File: config.mk
export PLATFORM = sky130hd
export DESIGN_NAME = atm_cell_ingress
export DESIGN_NICKNAME = d
export VERILOG_FILES = /design/src/rtl/atm_ingress_pkg.sv /design/src/rtl/tx_parity_check.sv /design/src/rtl/cell_delineator.sv /design/src/rtl/cell_assembler.sv /design/src/rtl/perr_status_reg.sv /design/src/rtl/atm_cell_ingress.sv
export SDC_FILE = /design/constraint.sdc
export NUM_CORES = 2
export LEC_CHECK = 0
export BUFFER_PORTS_ARGS = -buffer_cell sky130_fd_sc_hd__buf_4
export CAP_MARGIN = 30
export CORE_AREA = 2 2 356 358
export CTS_CLUSTER_SIZE = 20
export DETAILED_ROUTE_END_ITERATION = 8
export DIE_AREA = 0 0 358 360
export PLACE_DENSITY = 0.49
export SLEW_MARGIN = 10
export SYNTH_ARGS = -nofsm -noshare
export SYNTH_HDL_FRONTEND = slang
export SYNTH_SLANG_ARGS = --single-unit
export TNS_END_PERCENT = 50
File: constraint.sdc
create_clock -name clk -period 12.5 [get_ports clk]
set_input_delay 2.5 -clock clk [delete_from_list [all_inputs] [get_ports clk]]
set_output_delay 2.5 -clock clk [all_outputs]
set_load 0.01 [all_outputs]
File: src/rtl/atm_ingress_pkg.sv
// Shared sizes for the cell ingress block.
// Assumes octets of 8 bits and a bus of at most two octet lanes.
package atm_ingress_pkg;
    localparam int OCT_W    = 8;
    localparam int DATA_W   = 16;
    localparam int LANES    = DATA_W / OCT_W;
    localparam int LEN_NARROW = 53;
    localparam int LEN_WIDE   = 54;
    localparam int LEN_SHORT  = 52;
    localparam int MAX_OCT  = (LEN_NARROW > LEN_WIDE) ? LEN_NARROW : LEN_WIDE;
    localparam int CNT_W    = $clog2(MAX_OCT + 1);
    localparam int CELL_W   = MAX_OCT * OCT_W;
endpackage

File: src/rtl/tx_parity_check.sv
// Odd-parity checker for one bus transfer.
// Computes parity per octet lane; in narrow mode only lane 0 counts.
// Assumes DATA_W is a multiple of 8 with at least two lanes.
module tx_parity_check #(
    parameter int DATA_W = 16
) (
    input  logic [DATA_W-1:0] data,
    input  logic              wide,
    input  logic              par,
    output logic              mismatch
);
    localparam int LANES = DATA_W / 8;

    logic [LANES-1:0] lane_par;

    genvar g;
    generate
        for (g = 0; g < LANES; g++) begin : g_lane
            assign lane_par[g] = ^data[g*8 +: 8];
        end
    endgenerate

    logic upper_par;
    logic total;

    // Parity of the upper lanes, used only on the wide bus.
    always_comb begin
        upper_par = 1'b0;
        for (int i = 1; i < LANES; i++) upper_par = upper_par ^ lane_par[i];
    end

    // Odd parity: bits in use plus parity bit must have an odd count of ones.
    always_comb begin
        total    = lane_par[0] ^ (wide ? upper_par : 1'b0) ^ par;
        mismatch = ~total;
    end
endmodule

File: src/rtl/cell_delineator.sv
// Tracks cell boundaries by start-of-cell marker and octet count.
// Decides per transfer whether it belongs to a cell, where it lands and
// whether it closes the cell. Assumes configuration is stable within a cell.
module cell_delineator
    import atm_ingress_pkg::*;
(
    input  logic             clk,
    input  logic             rst_n,
    input  logic             cfg_wide,
    input  logic             cfg_cell52,
    input  logic             flush,
    input  logic             valid,
    input  logic             soc,
    output logic             take,
    output logic             start,
    output logic             last,
    output logic [CNT_W-1:0] offset
);
    logic             in_cell;
    logic [CNT_W-1:0] cnt;
    logic [CNT_W-1:0] cell_len;
    logic [CNT_W-1:0] step;
    logic [CNT_W-1:0] next_cnt;

    // Cell length and per-transfer octet step from configuration.
    always_comb begin
        if (cfg_cell52)    cell_len = CNT_W'(LEN_SHORT);
        else if (cfg_wide) cell_len = CNT_W'(LEN_WIDE);
        else               cell_len = CNT_W'(LEN_NARROW);
        step = cfg_wide ? CNT_W'(2) : CNT_W'(1);
    end

    // Classify the current transfer.
    always_comb begin
        take     = valid && !flush && (soc || in_cell);
        start    = take && soc;
        offset   = start ? '0 : cnt;
        next_cnt = offset + step;
        last     = take && (next_cnt == cell_len);
    end

    // Octet counter and open-cell flag.
    always_ff @(posedge clk) begin
        if (!rst_n) begin
            in_cell <= 1'b0;
            cnt     <= '0;
        end else if (flush) begin
            in_cell <= 1'b0;
            cnt     <= '0;
        end else if (take) begin
            if (last) begin
                in_cell <= 1'b0;
                cnt     <= '0;
            end else begin
                in_cell <= 1'b1;
                cnt     <= next_cnt;
            end
        end
    end

    // an open cell never holds a full cell's worth of octets.
    a_r1_cnt_bound: assert property (@(posedge clk) disable iff (!rst_n)
        in_cell |-> (cnt < cell_len));

    // a start-of-cell transfer restarts counting from its own octets.
    a_r9_soc_restart: assert property (@(posedge clk) disable iff (!rst_n)
        (start && !last) |=> (in_cell && cnt == $past(step)));

    // a flush leaves no open cell.
    a_r11_flush_closes: assert property (@(posedge clk) disable iff (!rst_n)
        flush |=> !in_cell);
endmodule

File: src/rtl/cell_assembler.sv
// Stages the octets of one cell and issues a single write when it completes.
// Tracks whether any transfer of the cell failed parity and drops the cell
// when discard is enabled. Assumes offset and last come from the delineator.
module cell_assembler
    import atm_ingress_pkg::*;
(
    input  logic              clk,
    input  logic              rst_n,
    input  logic              take,
    input  logic              start,
    input  logic              last,
    input  logic [CNT_W-1:0]  offset,
    input  logic              wide,
    input  logic [DATA_W-1:0] data,
    input  logic              perr,
    input  logic              discard,
    output logic              cell_wr,
    output logic [CELL_W-1:0] cell_data,
    output logic              cell_err
);
    logic [OCT_W-1:0]  buf_q [MAX_OCT];
    logic [OCT_W-1:0]  buf_d [MAX_OCT];
    logic [CELL_W-1:0] flat_d;
    logic              err_q;
    logic              err_d;

    // Next buffer contents: cleared on a new cell, then this transfer's octets.
    always_comb begin
        buf_d = buf_q;
        if (start) begin
            for (int k = 0; k < MAX_OCT; k++) buf_d[k] = '0;
        end
        if (wide) begin
            for (int j = 0; j < LANES; j++) begin
                if (int'(offset) + j < MAX_OCT)
                    buf_d[int'(offset) + j] = data[(LANES-1-j)*OCT_W +: OCT_W];
            end
        end else if (int'(offset) < MAX_OCT) begin
            buf_d[int'(offset)] = data[OCT_W-1:0];
        end
    end

    // Flatten the staged cell, octet k at bits 8k+7:8k.
    always_comb begin
        for (int k = 0; k < MAX_OCT; k++) flat_d[k*OCT_W +: OCT_W] = buf_d[k];
    end

    // Accumulated parity-error flag for the cell in progress.
    always_comb err_d = (start ? 1'b0 : err_q) | perr;

    // Staging registers and the FIFO write port.
    always_ff @(posedge clk) begin
        if (!rst_n) begin
            for (int k = 0; k < MAX_OCT; k++) buf_q[k] <= '0;
            err_q     <= 1'b0;
            cell_wr   <= 1'b0;
            cell_err  <= 1'b0;
            cell_data <= '0;
        end else begin
            cell_wr <= 1'b0;
            if (take) begin
                buf_q <= buf_d;
                err_q <= err_d;
                if (last) begin
                    cell_wr   <= !(err_d && discard);
                    cell_err  <= err_d;
                    cell_data <= flat_d;
                end
            end
        end
    end

    // a written cell carries an error only when discard was off.
    a_r8_no_bad_write: assert property (@(posedge clk) disable iff (!rst_n)
        cell_wr |-> !(cell_err && $past(discard)));

    // the write is a single-cycle pulse.
    a_r12_single_pulse: assert property (@(posedge clk) disable iff (!rst_n)
        cell_wr |=> !cell_wr);

    // a write follows only the edge that took a cell's last transfer.
    a_r12_after_last: assert property (@(posedge clk) disable iff (!rst_n)
        (take && last && !(err_d && discard)) |=> cell_wr);
endmodule

File: src/rtl/perr_status_reg.sv
// Sticky parity-error status with clear-on-read and interrupt gating.
// A new error in the cycle of a read wins over the clear.
module perr_status_reg (
    input  logic clk,
    input  logic rst_n,
    input  logic hit,
    input  logic rd,
    input  logic int_en,
    output logic status,
    output logic irq
);
    // Set on error, clear on read, set has priority.
    always_ff @(posedge clk) begin
        if (!rst_n) status <= 1'b0;
        else        status <= hit | (status & ~rd);
    end

    // Interrupt line gated by its enable.
    always_comb irq = status & int_en;

    // an error shows in the status on the next cycle.
    a_r5_sets: assert property (@(posedge clk) disable iff (!rst_n)
        hit |=> status);

    // the status holds until read.
    a_r5_sticky: assert property (@(posedge clk) disable iff (!rst_n)
        (status && !rd) |=> status);

    // a read without a new error clears the status.
    a_r6_read_clears: assert property (@(posedge clk) disable iff (!rst_n)
        (rd && !hit) |=> !status);

    // no interrupt while disabled.
    a_r7_irq_gate: assert property (@(posedge clk) disable iff (!rst_n)
        !int_en |-> !irq);
endmodule

File: src/rtl/atm_cell_ingress.sv
// Cell ingress from an ATM-layer device: delineates cells by start marker
// and configured length, checks odd parity per transfer, stages each cell
// and writes it whole to the downstream cell FIFO or drops it on error.
// Assumes configuration inputs change only between cells or with a flush.
module atm_cell_ingress
    import atm_ingress_pkg::*;
(
    input  logic              clk,
    input  logic              rst_n,
    input  logic              cfg_wide,
    input  logic              cfg_cell52,
    input  logic              cfg_discard,
    input  logic              cfg_int_en,
    input  logic              fifo_flush,
    input  logic              tx_valid,
    input  logic              tx_soc,
    input  logic [DATA_W-1:0] tx_data,
    input  logic              tx_parity,
    input  logic              stat_rd,
    output logic              cell_wr,
    output logic [CELL_W-1:0] cell_data,
    output logic              cell_err,
    output logic              perr_status,
    output logic              perr_irq
);
    logic             par_mismatch;
    logic             perr_hit;
    logic             take;
    logic             start;
    logic             last;
    logic [CNT_W-1:0] offset;

    tx_parity_check #(.DATA_W(DATA_W)) u_par (
        .data     (tx_data),
        .wide     (cfg_wide),
        .par      (tx_parity),
        .mismatch (par_mismatch)
    );

    // Parity is judged on every presented transfer.
    always_comb perr_hit = tx_valid & par_mismatch;

    cell_delineator u_delin (
        .clk        (clk),
        .rst_n      (rst_n),
        .cfg_wide   (cfg_wide),
        .cfg_cell52 (cfg_cell52),
        .flush      (fifo_flush),
        .valid      (tx_valid),
        .soc        (tx_soc),
        .take       (take),
        .start      (start),
        .last       (last),
        .offset     (offset)
    );

    cell_assembler u_asm (
        .clk       (clk),
        .rst_n     (rst_n),
        .take      (take),
        .start     (start),
        .last      (last),
        .offset    (offset),
        .wide      (cfg_wide),
        .data      (tx_data),
        .perr      (perr_hit),
        .discard   (cfg_discard),
        .cell_wr   (cell_wr),
        .cell_data (cell_data),
        .cell_err  (cell_err)
    );

    perr_status_reg u_stat (
        .clk    (clk),
        .rst_n  (rst_n),
        .hit    (perr_hit),
        .rd     (stat_rd),
        .int_en (cfg_int_en),
        .status (perr_status),
        .irq    (perr_irq)
    );

    // an ignored transfer never produces a write on the next cycle.
    a_r10_ignored_no_write: assert property (@(posedge clk) disable iff (!rst_n)
        (!take && !last) |=> !cell_wr);
endmodule

==> metrics <==
status=finished clean; buffers added on ports=462; Period minus WS final=about 6.8 ns; Syn Nets=5589; DP HPWL=176800 um; simple-gate share of the synthesized area=0.1865; cell area after layout=roughly 0.052 sq mm; final count of pins violating max slew=0; worst hold slack=~0.45 ns; Top Usage Layer GRT=met2; Gate Count Post-Synth=5561; CTS-repair resized insts=0; Fin Setup TNS=0 ns; Synth Area in Compound Gates=0.3297; Via Count=49570; Power Density=126.0 mW/mm^2; Final ANT Viol Nets=0; CP Launch Type=primary input; Post-synth top flop=dfxtp_1; final hold violation count=0; total congestion overflow=0; Peak VDD IR=0.1144 mV; Root Driver=clkbuf_16; Setup Crit Path Kind=in -> reg; fraction of the mapped netlist area in adder cells=0.0005167; post-layout util=0.4183; Worst Skew=roughly 0.05 ns; post-synthesis mux area share=0.01671; largest family of logic cells by synthesized area=compound AO/OA/AOI/OAI gates; Clock Latency Late Sink=0.75 ns; Iteration-0 DRC Markers=7980; Synth area leader=dfxtp_1; Post-DP Area=just under 0.05 sq mm; Wirelength per Cell=34.60 um; Worst Tran Pin Value=around 1.3 ns; post-route total power=between 6 and 7 mW; Leak Pwr=approximately 19 nW; max cap viols=0; Via density=between 6 and 7; fraction of layout cells with a size suffix above 1=0.1689; Distinct cells, synth=98; 1st-pass router iterations=9; sequential share of the synthesized area=0.4018; floorplan core area=0.1249 sq mm; Synth area leaders=dfxtp_1 (40%), nand2_1 (6.3%), a21oi_1 (6.2%); FF-to-FF Start=u_delin.cnt[0]$_SDFFE_PP0P_; hold crit path type=reg -> reg; asr flop ratio synth=0; DRC viols=0; GRT met3 Usage=0.1441; total track usage=0.3853; clock sink count=875; Max Freq=roughly 150 MHz; Rows=130; post-CTS setup buffers=0; hold path start=u_asm.buf_q[271]$_SDFFE_PN0P_; Critical Path AT=around 7.4 ns; crit path from=cfg_wide; cell with the most instances after synthesis=dfxtp_1; largest net degree at the start of global routing=195; post-synth design cell area=0.04359 sq mm; die area=between 0.1 and 0.15 sq mm; Hold Path Sink=u_asm.buf_q[271]$_SDFFE_PN0P_; antenna violations before repair=29; Top Ports=~460; commonest cells in the netlist=dfxtp_1 (875), nand2_1 (726), a21oi_1 (541); total CTS buffers=just over 100; mean post-synth cell area=slightly below 8 sq um; RSZ-0062 raised after global routing=false; total of warnings raised by yosys=0; RD Place Congestion=1.061; Die W=358 um; crit-path max FO=89; CP required=13.12 ns; Nets=5775; Rel. slew slack=0.1511; final wirelength=between 200000 and 300000 um; Clock Path Buffers=3; Critical Path End Type=flop; first-pass GRT wire length=356700 um; area grow syn2layout=19.87%; met1 GRT Util=0.4983; initial core utilization=0.3489; Tcrit/Tclk final=0.5442; CTS tree=yes; register-to-register path setup slack=7.43 ns; # hold bufs at CTS=0; cell depth of the worst flop-to-flop path=8; final setup violation count=0; # fillers=~13000; hold depth=2; met2 Use GR=0.5237; vias in the first global route=44560; synthesized flop and latch total=875; XOR/XNOR Fraction of Synth Area=0.005167; H-tree depth=3; DIE HEIGHT=about 360 um; clock transition at the registers of the reported paths=roughly 0.060 ns; r2r endpoint=u_asm.buf_q[203]$_SDFFE_PN0P_; Post-synth EDFFs=0; Synth top area share=0.4018
## state kept, by name, summed over array words and instances (netlist names)
name and flops:
u_asm.cell_wr 1, u_asm.cell_data 432, u_delin.in_cell 1, u_delin.cnt 6
u_stat.status 1, u_asm.buf_q 432, u_asm.err_q 1, u_asm.cell_err 1
## cells in the final DEF, fill, tap and decap left out, drive strengths merged, types with 28 or more instances in the layout
| master | synthesis | layout |
|---|---|---|
| dfxtp | 875 | 875 |
| nand2 | 726 | 726 |
| buf | 218 | 675 |
| a21oi | 541 | 541 |
| o21ai | 494 | 494 |
| nor2 | 460 | 460 |
| a211oi | 194 | 194 |
| nand3 | 184 | 184 |
| clkbuf | 378 | 143 |
| nor3 | 140 | 140 |
| a31oi | 107 | 107 |
| a22oi | 101 | 101 |
| o22ai | 84 | 84 |
| a221oi | 77 | 77 |
| o211ai | 65 | 65 |
| a22o | 63 | 63 |
| and2 | 54 | 54 |
| o21a | 49 | 49 |
| and3 | 45 | 45 |
| o221ai | 44 | 44 |
| nand2b | 40 | 40 |
| mux2i | 39 | 39 |
| a32o | 37 | 37 |
| nor4 | 36 | 36 |
| a222oi | 31 | 31 |
| mux2 | 30 | 30 |
| a311oi | 30 | 30 |
| nand4 | 29 | 29 |
| a32oi | 29 | 29 |
| inv | 25 | 28 |
## power breakdown
part	total, mW	internal, mW	leakage (nW)	switching (mW)
combinational	0.550	0.110	9.84	0.439
clock	3.20	1.86	1.71	1.34
sequential	2.84	2.82	7.07	0.0184
## worst max path at each step
stage	to	slack (ns)	cells past startpoint
3_5_place_dp	u_asm.cell_data[376]$_SDFFE_PN0P_	4.94	12
3_3_place_gp	u_asm.cell_data[376]$_SDFFE_PN0P_	5.08	12
2_1_floorplan	u_asm.cell_data[44]$_SDFFE_PN0P_	6.15	19
6_report	u_asm.cell_data[380]$_SDFFE_PN0P_	5.70	12
4_1_cts	u_asm.cell_data[376]$_SDFFE_PN0P_	5.73	12
5_1_grt	u_asm.cell_data[406]$_SDFFE_PN0P_	5.47	12
## metrics by stage
| step | setup WS, ns | instances |
|---|---|---|
| global route | 5.467 | 7477 |
| CTS | 5.729 | 7464 |
| finish | 5.698 | 7495 |
| detailed placement | 4.935 | 7281 |
| floorplan | 6.147 | 5561 |
| global placement | 5.075 | 7253 |
## area by class of cell
class                   count  area (sq um)  area share
multi-input cells        4064         23740      0.4543
flip-flops and latches    875         17520      0.3353
repair buffers            679          5283      0.1011
clock buffers             139          2882     0.05515
well taps                1650          2064     0.03951
clock inverters            44         616.8     0.01181
inverters                  26         106.4    0.002035
diodes                     18         45.04   0.0008620
## kinds of logic (layout without fill, tap and decap cells)
kind of cell,after synthesis,after routing
AOI/OAI and AO/OA,2179,2179
muxes,69,69
buffers and inverters,622,888
xor gates and xnor gates,22,22
adders and majority gates,2,2
and+or+nand+nor,1792,1792
other,0,18
DFF,875,875
## critical path, stage by stage
cell and delay [ns]:
clkbuf_8 0.43, clkinv_2 0.68, and3_1 0.42, ha_1 0.32, or3b_4 0.40, a2111oi_4 0.36, nand3_2 0.15, nor2_4 0.20
buf_4 0.63, buf_4 0.78, nor2_1 0.08, a211oi_1 0.25
## per-layer routing
layer / part of all wire / wire (um)
met3: 0.13 / 34650
met2: 0.39 / 101800
met4: 0.082 / 21140
met1: 0.39 / 101600
met5: 0.00035 / 92
(Power assumes the default switching activity.)
